### src/rtl/t1ei_pkg.sv
`timescale 1ns/1ps
package t1ei_pkg;
  localparam int NSHOT  = 5;
  localparam int CTL_W  = NSHOT + 1;
  localparam int I_BPV  = 0;
  localparam int I_CRC  = 1;
  localparam int I_FT   = 2;
  localparam int I_FS   = 3;
  localparam int I_PAY  = 4;
  localparam int I_LOS  = NSHOT;
  localparam int KIND_W = 3;
  localparam int IDX_W  = 3;

  typedef enum logic [KIND_W-1:0] {
    K_PAY = 3'd0,
    K_FT  = 3'd1,
    K_FS  = 3'd2,
    K_CRC = 3'd3,
    K_DL  = 3'd4
  } kind_e;
endpackage

### src/rtl/t1ei_ctl.sv
`timescale 1ns/1ps
module t1ei_ctl
  import t1ei_pkg::*;
(
  input  logic             clk,
  input  logic             rst_n,
  input  logic             wr,
  input  logic [CTL_W-1:0] wdata,
  input  logic [NSHOT-1:0] fire,
  output logic [NSHOT-1:0] armed,
  output logic             los
);
  // One-shot arm flags: a write that sets the flag wins over its consumption.
  for (genvar g = 0; g < NSHOT; g++) begin : g_shot
    always_ff @(posedge clk) begin
      if (!rst_n)                armed[g] <= 1'b0;
      else if (wr && wdata[g])   armed[g] <= 1'b1;
      else if (fire[g])          armed[g] <= 1'b0;
    end

    // a fired class clears unless rearmed
    a_r9_oneshot_clears: assert property (@(posedge clk) disable iff (!rst_n)
      fire[g] && !(wr && wdata[g]) |=> !armed[g]);
    // arming write wins over a simultaneous firing
    a_r11_rearm_wins: assert property (@(posedge clk) disable iff (!rst_n)
      wr && wdata[g] |=> armed[g]);
  end

  always_ff @(posedge clk) begin
    if (!rst_n)  los <= 1'b0;
    else if (wr) los <= wdata[I_LOS];
  end

  // nothing is consumed while loss of signal holds
  a_r10_los_keeps_armed: assert property (@(posedge clk) disable iff (!rst_n)
    los && !wr |=> $stable(armed));
  // a zero write never clears an armed class
  a_r3_zero_write_keeps: assert property (@(posedge clk) disable iff (!rst_n)
    wr && wdata[NSHOT-1:0] == '0 && fire == '0 |=> $stable(armed));
endmodule

### src/rtl/t1ei_elig.sv
`timescale 1ns/1ps
module t1ei_elig
  import t1ei_pkg::*;
#(
  parameter logic [IDX_W-1:0] CRC_BIT = '0
) (
  input  logic [KIND_W-1:0] kind,
  input  logic [IDX_W-1:0]  crc_idx,
  input  logic              slot_first,
  output logic [NSHOT-1:0]  pos_ok
);
  kind_e k;
  always_comb begin
    k             = kind_e'(kind);
    pos_ok        = '0;
    pos_ok[I_BPV] = 1'b1;  // any position; gated by mark in the path
    pos_ok[I_CRC] = (k == K_CRC) && (crc_idx == CRC_BIT);
    pos_ok[I_FT]  = (k == K_FT);
    pos_ok[I_FS]  = (k == K_FS);
    pos_ok[I_PAY] = (k == K_PAY) && slot_first;
  end
endmodule

### src/rtl/t1ei_path.sv
`timescale 1ns/1ps
module t1ei_path
  import t1ei_pkg::*;
(
  input  logic             clk,
  input  logic             rst_n,
  input  logic             beat,
  input  logic             los,
  input  logic [NSHOT-1:0] armed,
  input  logic [NSHOT-1:0] pos_ok,
  input  logic             src_bit,
  output logic             line_bit,
  output logic             bpv,
  output logic [NSHOT-1:0] fire
);
  logic [NSHOT-1:0] hit;
  logic             flip;

  always_comb begin
    hit             = armed & pos_ok & {NSHOT{beat && !los}};
    fire            = hit;
    fire[I_BPV]     = 1'b0;
    flip            = |hit[NSHOT-1:1];
    line_bit        = los ? 1'b0 : (src_bit ^ flip);
    fire[I_BPV]     = hit[I_BPV] && line_bit;
    bpv             = fire[I_BPV];
  end

  // at most one inversion per bit
  a_r4_single_flip: assert property (@(posedge clk) disable iff (!rst_n)
    $onehot0(fire[NSHOT-1:1]));
  // silent line while loss of signal holds
  a_r10_silent: assert property (@(posedge clk) disable iff (!rst_n)
    los |-> !line_bit && !bpv && fire == '0);
endmodule

### src/rtl/t1_err_inject.sv
`timescale 1ns/1ps
module t1_err_inject
  import t1ei_pkg::*;
#(
  parameter logic [IDX_W-1:0] CRC_BIT = '0
) (
  input  logic             clk,
  input  logic             rst_n,
  input  logic             ctl_wr,
  input  logic [CTL_W-1:0] ctl_wdata,
  output logic [CTL_W-1:0] ctl_rdata,
  input  logic             zcs_on,
  input  logic             in_valid,
  output logic             in_ready,
  input  logic             in_bit,
  input  logic             in_zcs_bit,
  input  logic [KIND_W-1:0] in_kind,
  input  logic [IDX_W-1:0] in_crc_idx,
  input  logic             in_slot_first,
  output logic             out_valid,
  input  logic             out_ready,
  output logic             out_bit,
  output logic             out_bpv
);
  logic [NSHOT-1:0] armed, pos_ok, fire;
  logic             los, beat, src_bit;

  assign in_ready  = out_ready;
  assign out_valid = in_valid;
  assign beat      = in_valid && out_ready;
  assign src_bit   = zcs_on ? in_zcs_bit : in_bit;
  assign ctl_rdata = {los, armed};

  t1ei_ctl u_ctl (
    .clk(clk), .rst_n(rst_n), .wr(ctl_wr), .wdata(ctl_wdata),
    .fire(fire), .armed(armed), .los(los)
  );

  t1ei_elig #(.CRC_BIT(CRC_BIT)) u_elig (
    .kind(in_kind), .crc_idx(in_crc_idx), .slot_first(in_slot_first),
    .pos_ok(pos_ok)
  );

  t1ei_path u_path (
    .clk(clk), .rst_n(rst_n), .beat(beat), .los(los), .armed(armed),
    .pos_ok(pos_ok), .src_bit(src_bit), .line_bit(out_bit),
    .bpv(out_bpv), .fire(fire)
  );

  // violation only on a transferred mark
  a_r9_bpv_on_mark: assert property (@(posedge clk) disable iff (!rst_n)
    out_bpv |-> out_bit && in_valid && out_ready);
  // a stalled bit consumes nothing
  a_r2_stall_holds: assert property (@(posedge clk) disable iff (!rst_n)
    !(in_valid && out_ready) && !ctl_wr |=> $stable(ctl_rdata));
  // the line stays silent even when the substituted bit is a one
  a_r10_no_pulse: assert property (@(posedge clk) disable iff (!rst_n)
    ctl_rdata[I_LOS] && in_zcs_bit |-> !out_bit);
endmodule

### config.mk
export PLATFORM = sky130hd
export DESIGN_NAME = t1_err_inject
export DESIGN_NICKNAME = d
export VERILOG_FILES = /design/src/rtl/t1ei_pkg.sv /design/src/rtl/t1ei_ctl.sv /design/src/rtl/t1ei_elig.sv /design/src/rtl/t1ei_path.sv /design/src/rtl/t1_err_inject.sv
export SDC_FILE = /design/constraint.sdc
export NUM_CORES = 1
export LEC_CHECK = 0
export ABC_AREA = 0
export BUFFER_PORTS_ARGS = -buffer_cell sky130_fd_sc_hd__buf_2
export CORE_MARGIN = 1
export CORE_UTILIZATION = 30
export CTS_BUF_LIST = sky130_fd_sc_hd__clkbuf_4 sky130_fd_sc_hd__clkbuf_8 sky130_fd_sc_hd__clkbuf_16
export DETAILED_ROUTE_END_ITERATION = 16
export HOLD_SLACK_MARGIN = 0.15
export MAX_ROUTING_LAYER = met4
export SYNTH_ARGS = -nofsm -noshare
export SYNTH_HDL_FRONTEND = slang
export SYNTH_SLANG_ARGS = --single-unit
### constraint.sdc
create_clock -name clk -period 1.7 [get_ports clk]
set_input_delay 0.085 -clock clk [delete_from_list [all_inputs] [get_ports clk]]
set_output_delay 0.085 -clock clk [all_outputs]
set_load 0.005 [all_outputs]
# --- Yosys cells after proc, flatten, opt, wreduce, memory -nomap -nowiden ---
# Cells that the tools add are included.
# W data, S select, Z words.
classes:
  add_sub_neg: 0
  n_mul: 0
  n_div: 0
  order_cmp: 0
  n_eq_ne: 3
  n_shift: 0
  n_mux: 12
  bitwise: 3
  reduce_logical: 19
op_table:
  columns: ["operator", "n"]
  rows:
  - ["$mux W1", 12]
  - ["$and A5 B5 Y5", 2]
  - ["$logic_and A1 B1 Y1", 10]
  - ["$reduce_bool A2 Y1", 5]
  - ["$eq A3 B2 Y1 const B", 2]
  - ["$logic_not A3 Y1", 2]
  - ["$reduce_or A4 Y1", 1]
  - ["$eq A3 B1 Y1 const B", 1]
  - ["$logic_not A1 Y1", 1]
  - ["$xor A1 B1 Y1", 1]
word_totals:
  regBits: 6
  latchBits: 0
  mem_bits_rw: 0
  rom_bits: 0
  in_bits: 21
  out_inout_bits: 10
  elab_cells: 43
  memories: 0

# --- Logic depth before layout (Yosys ltp) ---
depth:
  depth_word: 10
  mapped_depth: 4
  ltp_nobuf: 4

# --- By module ---
# A second synthesis with hierarchy kept.
hier_totals:
  hier_cells: 57
  area_unflattened_um2: 479.2
modules_own_cells:
  columns: ["mod", "instances", "cells_each", "area_per_inst_um2", "seq_area_each_um2"]
  rows:
  - ["t1ei_ctl", 1, 23, 224.0, 120.1]
  - ["t1ei_path", 1, 21, 152.6, 0.0]
  - ["t1ei_elig", 1, 8, 58.8, 0.0]
  - ["t1_err_inject", 1, 5, 43.8, 0.0]

# --- Worst setup path after synthesis ---
# OpenSTA, ideal clock, no wires.
synth_path:
  path_type: "register to output"
  from: "reg u_ctl.los"
  to: "out out_bit"
  arrival_time_ns: 1.147
  t_required_ns: 1.615
  path_slack_ns: 0.468
  stages_incl_launch_ff: 5
  n_path_buf: 0
  path_cell_list: "dfxtp_1 -> nand3b_1 -> nand2b_4 -> o21bai_2 -> mux2_4"
synth_via:
  elab_chain_cells: 6
synth_lines:
  columns: ["element", "line_no", "rtl"]
  rows:
  - ["start, declared", "t1ei_ctl.sv:11", "output logic los"]
  - ["start signal, assigned", "t1ei_ctl.sv:31", "else if (wr) los <= wdata[I_LOS];"]
  - ["$logic_not A1 Y1", "t1ei_path.sv:20", "hit = armed & pos_ok & {NSHOT{beat && !los}};"]
  - ["$logic_and A1 B1 Y1", "t1ei_path.sv:20", null]
  - ["$and A5 B5 Y5", "t1ei_path.sv:20", null]
  - ["$reduce_or A4 Y1", "t1ei_path.sv:23", "flip = |hit[NSHOT-1:1];"]
  - ["$xor A1 B1 Y1", "t1ei_path.sv:24", "line_bit = los ? 1'b0 : (src_bit ^ flip);"]
  - ["$mux W1 *", "t1ei_path.sv:24", null]
  - ["end, declared", "t1_err_inject.sv:22", "output logic out_bit,"]
# Mark *: on every way between the ends. The rest lies on a longest branch, timed or not.

# --- Worst setup path in the final report ---
# Ends and elaborated chain as after synthesis.

==> metrics.md <==
| Metric | Value |
|---|---|
| Die Y | about 41 um |
| Post-synth cell types | 26 |
| Flops & latches, synth | 6 |
| Crit-path max FO | 4 |
| Leakage power | 0.391 nW |
| Crit path required time | between 1.5 and 2 ns |
| DP Area | 611 sq um |
| Setup_tns | 0 ns |
| Synth top cells by count | 7 x nand2_1, 6 x dfxtp_1, 5 x inv_1, 4 x nor2_1 |
| Num CTS Buffers | 3 |
| Met3 usage | 0 |
| Syn Inst Count | 55 |
| GRT overflow | 0 |
| WL final | between 1000 and 1500 um |
| Sequential share of the synthesized area | 0.259 |
| Worst slew pin tran | between 0.4 and 0.5 ns |
| First-pass GRT wire length | 1610 um |
| Worst hold path class | in2reg |
| Met1 usage | 0.183 |
| Synth area leaders | dfxtp_1 26%, nand2_1 5.7%, buf_4 4.9% |
| Comb pwr share | 0.290 |
| Die area | 1710 sq um |
| Design area | 748 sq um |
| Sw Share | 0.266 |
| Cts repair resizes | 0 |
| TritonRoute pass-1 iters | 4 |
| Share of cells above drive strength 1 | 0.433 |
| Max cap viols | 0 |
| RSZ-0062 raised after global routing | no |
| Clock slew at reported path FFs | roughly 0.050 ns |
| Clock skew | 0.00127 ns |
| TritonCTS clock tree | yes |
| Vias | 519 |
| Reg power frac | 0.387 |
| Post-route ant nets | 0 |
| Tcrit/Tclk final | 0.942 |
| I/O pin cnt | 31 |
| Syn_nets | 76 |
| Vias/cell | 4.63 |
| GRT busiest layer | met2 |
| Final hold violations | 0 |
| Synthesized area | 464 sq um |
| Top-area cell type share of the netlist area | 0.259 |
| Power Density | about 550 nW/um^2 |
| Vias in the first global route | 416 |
| Post-DP HPWL | 881 um |
| Clk Latency, worst-skew pair | 0.24 ns |
| Setup-failing EPs final | 0 |
| Nets | 120 |
| Fmax achieved | 624 MHz |
| M2 GR Usage | 0.234 |
| Initial antenna violation count | 0 |
| H-tree depth | 1 |
| Area of the core | 1370 sq um |
| Routability cong. | ~0.73 |
| Post-synth EDFFs | 0 |
| Clk sinks | 6 |
| Initial core utilization | 0.340 |
| NetSw | around 0.11 mW |
| Top FF cell, synth | dfxtp_1 |
| Post-synth top area cell | dfxtp_1 |
| Port-buffer cells | 30 |
| Max Slew Vio Count | 0 |
| Iteration-0 DRC Markers | 5 |
| Pin count of the biggest net entering global routing | 8 |
| Drt drc | 0 |
| Worst Setup End Kind | output port |
| Die width | ~41 um |
| CP startpoint kind | flip-flop |
| Int Pwr | around 0.3 mW |
| Syn-to-layout area delta | 61.2% |
| Root buf cell | clkbuf_4 |
| Rows | 13 |
| Wirelength per Cell | approximately 11 um |
| Mapped Avg Cell Area | 8.44 sq um |
| Clock share of power | 0.323 |
| Maximum VDD drop | 0.304 mV |
| CTS Buffer Depth | 2 |
| WP data arrival | 1.52 ns |
| Tmin final | 1.60 ns |
| Rel. slew slack | 0.670 |
| Diode count | 0 |
| Synth warn | 0 |
| Total GRT Usage | 0.150 |
| Setup CP Type | reg2out |
| Status | completed |
| Most frequent cell after synthesis | nand2_1 |
| Fraction of registers with async set/reset | 0 |
timing repair:
action	in CTS	in global routing
setup endpoints to repair	0	1
hold buffers	10	0
setup buffers	0	2
hold endpoints to repair	5	0
area by class of cell:
class / count / area [sq um]
Timing Repair Buffer: 42 / 265
Tap cell: 15 / 18.8
Inverter: 5 / 18.8
Multi-Input combinational cell: 41 / 303
Sequential cell: 6 / 120
Clock buffer: 3 / 22.5
Fill cell: 150 / 618
critical path: stages (launching register included):
cell      delay, ns
dfxtp_1        0.32
nand3b_1       0.19
nand2b_4       0.16
o21bai_2       0.19
mux2_4         0.29
buf_2          0.12
logic make-up after synthesis:
logic type | count (synthesis) | synth area share
buffers and inverters | 8 | 0.0889
multiplexers | 3 | 0.0755
flip-flops | 6 | 0.259
AO/OA/AOI/OAI | 18 | 0.334
AND/OR/NAND/NOR | 20 | 0.243
final timing paths:
path                                                     to  cells past startpoint  slack, ns                   startpoint
worst max-delay path                                out_bit                      5        0.1       u_ctl.los$_SDFFE_PN0P_
worst min-delay path            u_ctl.armed[4]$_SDFFE_PN0P_                      3       0.16                       ctl_wr
worst max register to register  u_ctl.armed[4]$_SDFFE_PN0P_                      5       0.35       u_ctl.los$_SDFFE_PN0P_
worst min register to register  u_ctl.armed[1]$_SDFFE_PN0P_                      2       0.50  u_ctl.armed[1]$_SDFFE_PN0P_
registers in the layout, indices dropped and copies added (netlist names):
name and cells:
u_ctl.armed 5, u_ctl.los 1
power by group through the flow:
stage | Sequential [mW] | Combinational, mW | Clock (mW)
floorplan | 0.160 | 0.0521 | 0
global placement | 0.161 | 0.0969 | 0
detailed placement | 0.161 | 0.0970 | 0
CTS | 0.158 | 0.115 | 0.139
global route | 0.159 | 0.132 | 0.148
finish | 0.158 | 0.118 | 0.132
cell usage in the layout, fill, tap and decap left out, types with 3 or more instances in the layout:
master         count
clkbuf_4           3
nand3b_1           3
buf_2             30
nand2_1            7
nor2_1             4
dfxtp_1            6
inv_1              5
dlygate4sd3_1     10
o21ai_0            3
metrics by stage:
step | power [mW] | util | instances | setup slack [ns] | hold slack [ns]
2_1_floorplan | 0.212 | - | 55 | 0.468 | 0.213
3_5_place_dp | 0.258 | 0.447 | 97 | 0.306 | 0.344
4_1_cts | 0.412 | 0.537 | 110 | 0.0375 | 0.158
6_report | 0.409 | 0.548 | 112 | 0.0979 | 0.164
5_1_grt | 0.438 | 0.548 | 112 | 0.00451 | 0.185
3_3_place_gp | 0.257 | 0.447 | 97 | 0.325 | 0.337
routing by layer:
layer | share of wire | vias to the layer above | routed length [um]
met2 | 0.47 | 13 | 575
met4 | 0 | 0 | 0
met3 | 0.042 | 0 | 51
met5 | 0 | - | 0
met1 | 0.49 | 224 | 594
li1 | - | 282 | -
Power figures use the tool's default switching activity.
